==> src/rtl/mc_pkg.sv <==
package mc_pkg;
  typedef enum logic [1:0] {
    ST_DFF = 2'd0,
    ST_TFF = 2'd1,
    ST_LAT = 2'd2,
    ST_DF2 = 2'd3
  } store_e;

  typedef enum logic [1:0] {
    EM_DIRECT = 2'd0,
    EM_JK     = 2'd1,
    EM_SR     = 2'd2,
    EM_DIR2   = 2'd3
  } emu_e;
endpackage

==> src/rtl/mc_clk_pick.sv <==
module mc_clk_pick #(
  parameter int NCLK = 4,
  localparam int CSW = (NCLK > 1) ? $clog2(NCLK) : 1
) (
  input  logic            clk,
  input  logic            cfg_async,
  input  logic [CSW-1:0]  cfg_csel,
  input  logic            cfg_cpol,
  input  logic [NCLK-1:0] blk_clk,
  input  logic            ind_clk,
  output logic            lvl,
  output logic            fire
);
  logic [NCLK-1:0] hit;
  logic            sync_src;
  logic            lvl_prev;

  // one-hot pick of the shared clock
  genvar gi;
  generate
    for (gi = 0; gi < NCLK; gi++) begin : g_pick
      assign hit[gi] = blk_clk[gi] & (cfg_csel == CSW'(gi));
    end
  endgenerate

  assign sync_src = |hit;
  assign lvl      = (cfg_async ? ind_clk : sync_src) ^ cfg_cpol;

  always_ff @(posedge clk) begin
    lvl_prev <= lvl;
  end

  assign fire = lvl & ~lvl_prev;
endmodule

==> src/rtl/mc_xor_stage.sv <==
module mc_xor_stage #(
  parameter int NTERM = 4,
  localparam int HALF = NTERM / 2
) (
  input  logic [NTERM-1:0] terms,
  input  logic             xor_term,
  input  logic             q,
  input  logic [1:0]       cfg_store,
  input  logic [1:0]       cfg_emu,
  input  logic             cfg_dinv,
  output logic             elem_in
);
  import mc_pkg::*;

  store_e st;
  emu_e   em;
  logic   grp_lo, grp_hi, sum_all, tog, raw;

  assign st      = store_e'(cfg_store);
  assign em      = emu_e'(cfg_emu);
  assign grp_lo  = |terms[HALF-1:0];
  assign grp_hi  = |terms[NTERM-1:HALF];
  assign sum_all = grp_lo | grp_hi;

  always_comb begin
    tog = 1'b0;
    raw = sum_all ^ xor_term;
    if (st != ST_LAT) begin
      case (em)
        EM_JK: begin
          tog = (grp_lo & ~q) | (grp_hi & q);
          raw = (st == ST_TFF) ? tog : (q ^ tog);
        end
        EM_SR: begin
          tog = (grp_lo & ~grp_hi & ~q) | (grp_hi & ~grp_lo & q);
          raw = (st == ST_TFF) ? tog : (q ^ tog);
        end
        default: begin
          tog = 1'b0;
        end
      endcase
    end
    elem_in = raw ^ cfg_dinv;
  end
endmodule

==> src/rtl/mc_store.sv <==
module mc_store (
  input  logic       clk,
  input  logic       rst,
  input  logic [1:0] cfg_store,
  input  logic       cfg_init,
  input  logic       blk_ar,
  input  logic       blk_ap,
  input  logic       lvl,
  input  logic       fire,
  input  logic       elem_in,
  output logic       q
);
  import mc_pkg::*;

  store_e st;
  assign st = store_e'(cfg_store);

  always_ff @(posedge clk) begin
    if (rst) begin
      q <= cfg_init;
    end else if (blk_ar) begin
      q <= 1'b0;
    end else if (blk_ap) begin
      q <= 1'b1;
    end else begin
      case (st)
        ST_LAT:  if (lvl)  q <= elem_in;
        ST_TFF:  if (fire) q <= q ^ elem_in;
        default: if (fire) q <= elem_in;
      endcase
    end
  end
endmodule

==> src/rtl/mc_cell.sv <==
module mc_cell #(
  parameter int NTERM = 4,
  parameter int NCLK  = 4,
  localparam int CSW  = (NCLK > 1) ? $clog2(NCLK) : 1
) (
  input  logic             clk,
  input  logic             rst,
  input  logic [1:0]       cfg_store,
  input  logic [1:0]       cfg_emu,
  input  logic             cfg_async,
  input  logic [CSW-1:0]   cfg_csel,
  input  logic             cfg_cpol,
  input  logic             cfg_dinv,
  input  logic             cfg_init,
  input  logic [NTERM-1:0] terms,
  input  logic             xor_term,
  input  logic [NCLK-1:0]  blk_clk,
  input  logic             ind_clk,
  input  logic             blk_ar,
  input  logic             blk_ap,
  output logic             q
);
  logic lvl, fire, elem_in;

  mc_clk_pick #(.NCLK(NCLK)) u_clk (
    .clk      (clk),
    .cfg_async(cfg_async),
    .cfg_csel (cfg_csel),
    .cfg_cpol (cfg_cpol),
    .blk_clk  (blk_clk),
    .ind_clk  (ind_clk),
    .lvl      (lvl),
    .fire     (fire)
  );

  mc_xor_stage #(.NTERM(NTERM)) u_xor (
    .terms    (terms),
    .xor_term (xor_term),
    .q        (q),
    .cfg_store(cfg_store),
    .cfg_emu  (cfg_emu),
    .cfg_dinv (cfg_dinv),
    .elem_in  (elem_in)
  );

  mc_store u_store (
    .clk      (clk),
    .rst      (rst),
    .cfg_store(cfg_store),
    .cfg_init (cfg_init),
    .blk_ar   (blk_ar),
    .blk_ap   (blk_ap),
    .lvl      (lvl),
    .fire     (fire),
    .elem_in  (elem_in),
    .q        (q)
  );
endmodule

==> config.mk <==
export PLATFORM = sky130hd
export DESIGN_NAME = mc_cell
export DESIGN_NICKNAME = d
export VERILOG_FILES = /design/src/rtl/mc_pkg.sv /design/src/rtl/mc_clk_pick.sv /design/src/rtl/mc_xor_stage.sv /design/src/rtl/mc_store.sv /design/src/rtl/mc_cell.sv
export SDC_FILE = /design/constraint.sdc
export NUM_CORES = 1
export LEC_CHECK = 0
export ABC_AREA = 1
export BUFFER_PORTS_ARGS = -buffer_cell sky130_fd_sc_hd__buf_2
export CORE_AREA = 10 10 47 49
export CTS_BUF_LIST = sky130_fd_sc_hd__clkbuf_8
export CTS_CLUSTER_DIAMETER = 150
export DETAILED_ROUTE_END_ITERATION = 12
export DIE_AREA = 0 0 57 59
export GPL_ROUTABILITY_DRIVEN = 0
export HOLD_SLACK_MARGIN = 0.08
export SYNTH_ARGS = -nofsm -noshare
export SYNTH_HDL_FRONTEND = slang
export SYNTH_SLANG_ARGS = --single-unit
==> constraint.sdc <==
create_clock -name clk -period 2.6 [get_ports clk]
set_clock_uncertainty 0.2 [all_clocks]
set_input_delay 0.52 -clock clk [delete_from_list [all_inputs] [get_ports clk]]
set_output_delay 0.52 -clock clk [all_outputs]
set_load 0.005 [all_outputs]
# [Word level (Yosys, flattened, before mapping)]
# Cells that the tools add are included.
[classes] eq_ne=10 n_mux=12 bitwise_logic=24 reduce_logical=6
[ops] cell="$and 1x1->1" n=11
[ops] cell="$mux 1" n=10
[ops] cell="$ne 5x5->1 const B" n=2
[ops] cell="$eq 2x2->1 const B" n=4
[ops] cell="$eq 2x1->1 const B" n=3
[ops] cell="$xor 1x1->1" n=6
[ops] cell="$reduce_bool 5->1" n=1
[ops] cell="$not 1->1" n=4
[ops] cell="$pmux 1 s2" n=2
[ops] cell="$reduce_or 2->1" n=2
[ops] cell="$reduce_or 4->1" n=1
[ops] cell="$or 1x1->1" n=3
[ops] cell="$reduce_and 3->1" n=1
[ops] cell="$logic_not 2->1" n=1
[ops] cell="$ne 2x2->1 const B" n=1
[word_totals] regBits=2 input_bits=24 out_inout_bits=1 elab_cells=54

# [Depth between registers and ports, before layout]
# Gate-level depths: netlist of run 1.
[logic_depth] depth_word=16 depth_mapped=12 mapped_depth_nobuf=12

# [Hierarchy]
# From an unflattened synthesis of run 1, not the netlist that was laid out.
[hier_totals] hier_cells=79 hier_area_um2=421.7
[modules_own_cells] module="mc_xor_stage" instances=1 cells_each=38 area_per_inst_um2=187.7 seq_area_each_um2=0.0
[modules_own_cells] module="mc_clk_pick" instances=1 cells_each=25 area_per_inst_um2=138.9 seq_area_each_um2=20.0
[modules_own_cells] module="mc_store" instances=1 cells_each=16 area_per_inst_um2=95.1 seq_area_each_um2=30.0

# [Worst setup path before layout of run 1]
# Ideal clock, no wire load.
[synth_path] path_kind="input-to-reg" from="input cfg_emu[0]" to="register u_store.q, data pin" arrival_time_ps=1302 path_slack_ps=846 path_stages=10 path_buffers=0 path_cell_list="inv_1 -> ha_1 -> inv_1 -> nand2_1 -> a21oi_1 -> nand2_1 -> nand3_1 -> nand3_1 -> nand2_1 -> nand2_1"
[synth_between] elab_chain_len=10 word_cells_on_any_way=13 classes_between="eq/ne: 2; mux: 9; bitwise: 2"
[synth_lines] item="start: declaration" line_no="mc_cell.sv:9" text="input logic [1:0] cfg_emu,"
[synth_lines] item="$eq 2x2->1 or $eq 2x1->1 (tied branches)"
[synth_lines] item="$pmux 1 s2 (*)" line_no="mc_xor_stage.sv:29" text="case (em)"
[synth_lines] item="$mux 1 (*)" line_no="mc_xor_stage.sv:28" text="if (st != ST_LAT) begin"
[synth_lines] item="$xor 1x1->1 (*)" line_no="mc_xor_stage.sv:43" text="elem_in = raw ^ cfg_dinv;"
[synth_lines] item="$xor 1x1->1" line_no="mc_store.sv:28" text="ST_TFF: if (fire) q <= q ^ elem_in;"
[synth_lines] item="$mux 1" line_no="mc_store.sv:28"
[synth_lines] item="$pmux 1 s2 (*)" line_no="mc_store.sv:26" text="case (st)"
[synth_lines] item="$mux 1 (*)" line_no="mc_store.sv:23" text="end else if (blk_ap) begin"
[synth_lines] item="$mux 1 (*)" line_no="mc_store.sv:21" text="end else if (blk_ar) begin"
[synth_lines] item="$mux 1 (*)" line_no="mc_store.sv:19" text="if (rst) begin"
[synth_lines] item="end signal: assignment" line_no="mc_store.sv:20" text="q <= cfg_init;"
[synth_lines] item="end signal: assignment" line_no="mc_store.sv:27" text="ST_LAT: if (lvl) q <= elem_in;"
[synth_lines] item="end signal: assignment" line_no="mc_store.sv:28"
[synth_lines] item="end: declaration" line_no="mc_store.sv:11" text="output logic q"
# Every way passes the cells marked *; elsewhere a longest branch is shown, timed or not. The select of a mux whose other input is x is not followed.
# A chain may end at the register's enable or synchronous reset.

# [Worst setup path in the final report of run 1]
# Same ends and word-level chain as after synthesis.

==> reports/metrics.yaml, run 1 <==
layout:
  utilization_pct: 38.39
  antennaDiodeCount: 0
  nets: 118
  drive_gt1_share_pct: 36.26
  areaGrowthSynthToFinish_pct: 52.48
  fin_cells: 107
routing:
  via_per_inst: 4.280
  drc: 0
  drt_first_iter_violations: 0
  drt-total-wl_mm: 1.063
  wl_per_cell_um: 9.935
  vias: 458
  dr.pass1.iters: 1
  drtAntennaViolNets: 0
cts:
  clock_latency_ns: 0.22
  cts.sinks: 2
  postCtsHoldBufs: 0
  cts_root_buffer: "clkbuf_8"
  clock_path_buffers: 2
  clkSlewWorstSetupHoldPaths_ns: 0.03
  cts_setup_buffers: 0
  cts_buffers: 3
  cts_tree: "built"
  cts.htree.levels: 1
  ctsResizeCount: 0
floorplanning:
  io_pins: 25
  start_util_pct: 25.18
  die_w_um: 57
  die_y_um: 59
  row_count: 14
  die_area_um2: 3363
  coreArea_um2: 1401
sta:
  rsz0062_at_grt: "false"
  min_period_ns: 1.689
  worst_slew_pin_slew_ns: 0.1731
  setup_tns_ns: 0
  timing.fmax_mhz: 592.2
  fin_ws_ns: 0.9113
  hold_viol: 0
  slew_headroom_pct: 88.38
  drv_slew: 0
  fin_crit_sh_pct: 64.95
  setup_violations: 0
  fin_hold_ws_ns: 0.3312
status:
  status: "completed"
synth:
  synth_top_area_share_pct: 22.34
  ys_seq_elements: 2
  async_flop_share_pct: 0
  synth_edf_count: 1
  ys.flop_type: "edfxtp_1"
  synth_nets: 89
  ys_seq_area_share_pct: 14.18
  ys_top_cells_by_area: "nand2_1 (22%), nand3_1 (13%), inv_1 (13%)"
  yosys.area.top_type: "nand2_1"
  synth.cell_area_um2: 352.8
  synth_cell_types: 17
  syn_inst: 63
  synth.avg_cell_area_um2: 5.601
  yosysWarningCount: 0
worst_setup_path:
  setup.worst_path.start_class: "input port"
  cp_max_fo: 2
  cp.required_ns: 2.37
  critical_path_class: "input port to register"
  cp-end-kind: "register"
  cp.arrival_ns: 1.46
placed_design:
  io_buffers: 24
  pre_cts_slack_ns: 0.6714
  placed_cells: 103
  dp_hpwl_um: 960.2
run:
  cap_violations: 0
pwr:
  max-vdd-ir-drop_mv: 0.3017
  p_per_area_nw_per_um2: 445.3
  static-leakage-power_nw: 0.3249
grt:
  antenna_found_initial: 0
  grt_pass1_vias: 489
  grt_pass1_wl_mm: 1.807
  grt.overflow.total: 0
  grt_usage_pct: 6.898
  grt_max_degree: 5
hold_path:
  hold_path_class: "input port to register"
## logic make-up (layout without fill, tap and decap cells)
group                      Yosys count  count (layout)  share of synthesized area, %
DFF                                  2               2                         14.18
AOI/OAI and AO/OA                    4               4                         6.380
xor gates and xnor gates             3               3                         9.577
adders and majority gates            2               2                         7.091
and+or+nand+nor                     39              39                         48.94
buffers and inverters               13              41                         13.83
## cell type report
cell class                 instances  area [um2]
fill                             166       863.3
multi-input combinational         48       254.0
timing repair buffer              24       120.1
sequential                         2       50.05
inverter                          13       48.80
clock buffer                       3       41.29
tap                               16       20.02
clock inverter                     1       3.754
## cell usage after synthesis, types with 2 or more instances
cell type	n
nand2_2	2
xnor2_1	2
ha_1	2
nand3_1	9
inv_1	12
nor2_1	5
nand2_1	21
## stage by stage
stage | cell area, um2 | power [mW]
floorplan | 352.8 | 0.08124
global placement | 493.0 | 0.1085
detailed placement | 493.0 | 0.1108
CTS | 538.0 | 0.2457
global route | 538.0 | 0.2591
finish | 538.0 | 0.2396
## power by group
group / switching (mW) / total, mW / leakage [nW] / internal (mW)
clock network: 0.0302 / 0.131 / 0.0269 / 0.100
logic: 0.0358 / 0.0684 / 0.279 / 0.0326
registers: 0.00263 / 0.0407 / 0.0193 / 0.0380
## routing by layer
metal / global-route usage (%) / wire length (um) / vias up
li1: - / - / 246
met1: 6.723 / 456 / 181
met2: 10.70 / 424 / 28
met3: 4.077 / 151 / 3
met4: 5.034 / 31 / 0
met5: 0 / 0 / -
## layout by cell type, fill, tap and decap left out
cell type | synthesis | final
o21ai_1 | 1 | 1
inv_1 | 12 | 13
nor2_1 | 5 | 5
inv_2 | 1 | 1
edfxtp_1 | 1 | 1
nor2_2 | 1 | 1
o21ai_0 | 1 | 1
xor2_2 | 1 | 1
dfxtp_1 | 1 | 1
buf_2 | 0 | 24
ha_1 | 2 | 2
clkbuf_8 | 0 | 3
nand2_1 | 21 | 21
nand2_2 | 2 | 2
xnor2_1 | 2 | 2
a21oi_1 | 1 | 1
nand3_1 | 9 | 9
nor2_4 | 1 | 1
a21boi_0 | 1 | 1
## sequential cells by signal, indices dropped and copies added (netlist names)
signal          cells
u_clk.lvl_prev      1
u_store.q           1
## critical path: stages
cell	delay, ns
buf_2	0.09
inv_1	0.04
ha_1	0.27
inv_1	0.05
nand2_1	0.06
a21oi_1	0.11
nand2_1	0.08
nand3_1	0.07
nand3_1	0.08
nand2_1	0.06
nand2_1	0.04
## path summary, 6_finish.rpt
| check | startpoint | to | slack [ns] | cells after the start |
|---|---|---|---|---|
| max | cfg_emu[0] | u_store.q | 0.91 | 11 |
| min | cfg_cpol | u_clk.lvl_prev | 0.33 | 2 |
| max reg2reg | u_store.q | u_store.q | 1.04 | 10 |
| min reg2reg | u_clk.lvl_prev | u_store.q | 0.38 | 3 |
Note: power is estimated with default switching activity, not from simulation.
==> inputs of run 2 (changes only) <==
==> constraint.sdc (replaced) <==
create_clock -name clk -period 1.8 [get_ports clk]
set_clock_uncertainty 0.2 [all_clocks]
set_input_delay 0.36 -clock clk [delete_from_list [all_inputs] [get_ports clk]]
set_output_delay 0.36 -clock clk [all_outputs]
set_load 0.005 [all_outputs]
==> run 2 against run 1 <==
First-iteration DRC count increased by 5; worst hold slack got worse by 0.13 ns; via count decreased by 0.66%; wire length decreased by 0.38%; final cell count unchanged; design area unchanged; highest routed layer is now met3; global-route usage decreased by 0.30 points; clock power increased by 38%; sequential share of layout area unchanged; die area unchanged; core utilization unchanged; sequential power increased by 43%; critical endpoint unchanged.
==> reports/metrics.yaml, run 2 (same netlist as run 1, synthesis figures left out) <==
status:
  status: "completed"
floorplanning:
  die_y_um: 59  # unchanged
  row_count: 14  # unchanged
  io_pins: 25  # unchanged
  start_util_pct: 25.18  # unchanged
  die_w_um: 57  # unchanged
  coreArea_um2: 1401  # unchanged
  die_area_um2: 3363  # unchanged
layout:
  drive_gt1_share_pct: 36.26  # unchanged
  layout_common_cells: "buf_2 (24), nand2_1 (21), inv_1 (13), nand3_1 (9), nor2_1 (5)"
  fin_area_um2: 538.0  # unchanged
  areaGrowthSynthToFinish_pct: 52.48  # unchanged
  reg_top3: "u_clk.lvl_prev (1), u_store.q (1)"
  nets: 118  # unchanged
  final_common_cell: "buf_2"
  antennaDiodeCount: 0  # unchanged
cts:
  cts.sinks: 2  # unchanged
  cts.htree.levels: 1  # unchanged
  ctsResizeCount: 0  # unchanged
  cts_tree: "built"
  clock_path_buffers: 2  # unchanged
  cts_root_buffer: "clkbuf_8"
  postCtsHoldBufs: 0  # unchanged
  clkSlewWorstSetupHoldPaths_ns: 0.03  # about the same
  clock_latency_ns: 0.21  # about the same
  cts_buffers: 3  # unchanged
  cts_setup_buffers: 0  # unchanged
worst_setup_path:
  critPathSlowestCell: "ha_1"
  cp.arrival_ns: 1.33  # -0.13 ns
  r2r-end: "u_store.q"
  rr_startpoint: "u_store.q"
  cp.required_ns: 1.56  # -0.81 ns
  cp-end-kind: "register"
  crit_end: "u_store.q"
  cp_max_fo: 2  # unchanged
  crit_start: "cfg_emu[0]"
  setup.worst_path.start_class: "input port"
  path_common_cell: "nand2_1"
  r2r_slack_ns: 0.24  # -0.80 ns
  cp_cell_sequence: "buf_2, inv_1, ha_1, inv_1, nand2_1, a21oi_1, nand2_1, nand3_1, nand3_1, nand2_1, nand2_1"
  slowest_delay_ns: 0.27  # about the same
  reg2regPathDepth: 8  # -2
  critical_path_class: "input port to register"
placed_design:
  placed_cell_area_um2: 493.0  # unchanged
  io_buffers: 24  # unchanged
  pre_cts_slack_ns: 0.004195  # -0.6672 ns
  dp_hpwl_um: 952.5  # -0.80%
routing:
  dr.pass1.iters: 2  # +1
  drt-total-wl_mm: 1.059  # -0.38%
  drc: 0  # unchanged
  wl_per_cell_um: 9.897  # -0.38%
  via_per_inst: 4.252  # -0.66%
  vias: 455  # -0.66%
  drt_first_iter_violations: 5  # +5
  drtAntennaViolNets: 0  # unchanged
grt:
  top_usage_layer: "met2"
  grt_use_met2_pct: 9.612  # -1.1 points
  grt_pass1_vias: 479  # -2.0%
  antenna_found_initial: 0  # unchanged
  gr-usage-met3_pct: 3.648  # -0.43 points
  use_met1_pct: 8.053  # +1.3 points
  grt_max_degree: 5  # unchanged
  grt_pass1_wl_mm: 1.883  # +4.2%
  grt_usage_pct: 6.597  # -0.30 points
  grt.overflow.total: 0  # unchanged
sta:
  timing.fmax_mhz: 639.5
  drv_slew: 0  # unchanged
  worst_slew_pin_slew_ns: 0.1858  # +0.01275 ns
  fin_ws_ns: 0.2364  # -0.6749 ns
  min_period_ns: 1.564
  setup_violations: 0  # unchanged
  slew_headroom_pct: 87.52  # -0.86 points
  setup_tns_ns: 0  # unchanged
  rsz0062_at_grt: "false"
  hold_viol: 0  # unchanged
  fin_crit_sh_pct: 86.87
hold_path:
  hold_path_class: "input port to register"
pwr:
  p_per_area_nw_per_um2: 633.3  # +42%
  static-leakage-power_nw: 0.3249  # unchanged
  max-vdd-ir-drop_mv: 0.3743  # +24%
run:
  cap_violations: 0  # unchanged
-- run 2: final cells by class --
| type | instances | area, um2 |
|---|---|---|
| fillers | 170 | 863.3 |
| multi-input cells | 48 | 254.0 |
| repair buffers | 24 | 120.1 |
| flip-flops and latches | 2 | 50.05 |
| inverters | 13 | 48.80 |
| clock buffers | 3 | 41.29 |
| well taps | 16 | 20.02 |
| clock inverters | 1 | 3.754 |
-- run 2: power breakdown --
group	switching, mW	internal [mW]	total, mW
Clock	0.0368	0.144	0.181
Combinational	0.0538	0.0472	0.101
Sequential	0.00349	0.0549	0.0584
Total	0.0942	0.247	0.341
-- run 2: worst max-delay path, delay by kind of cell --
kind,cells,cell delay [ns]
simple gates,6,0.40
buf+inv,3,0.18
compound gates,1,0.12
fa+ha+maj,1,0.27
-- run 2: how the worst min path moves through the flow --
| stage | startpoint | to | slack, ns | cells past startpoint |
|---|---|---|---|---|
| 6_report | cfg_cpol | u_clk.lvl_prev | 0.20 | 2 |
| 5_1_grt | cfg_cpol | u_clk.lvl_prev | 0.20 | 2 |
| 3_5_place_dp | u_clk.lvl_prev | u_store.q | 0.38 | 3 |
| 4_1_cts | cfg_cpol | u_clk.lvl_prev | 0.20 | 2 |
| 3_3_place_gp | u_clk.lvl_prev | u_store.q | 0.37 | 3 |
| 2_1_floorplan | cfg_cpol | u_clk.lvl_prev | 0.26 | 1 |
-- run 2: per-layer routing --
metal,share of wire (%),up-vias
met5,0,-
met4,0,0
met3,12,0
met2,42,23
met1,46,186
li1,-,246
-- run 2: through the flow --
stage               total power, mW  hold WS, ns  cells  util [%]
detailed placement           0.1609       0.3834    103     35.18
global route                 0.3697       0.2022    107     38.39
global placement             0.1564       0.3719    103     35.18
finish                       0.3407       0.2036    107     38.39
floorplan                    0.1173       0.2641     63         -
CTS                          0.3479       0.1995    107     38.39
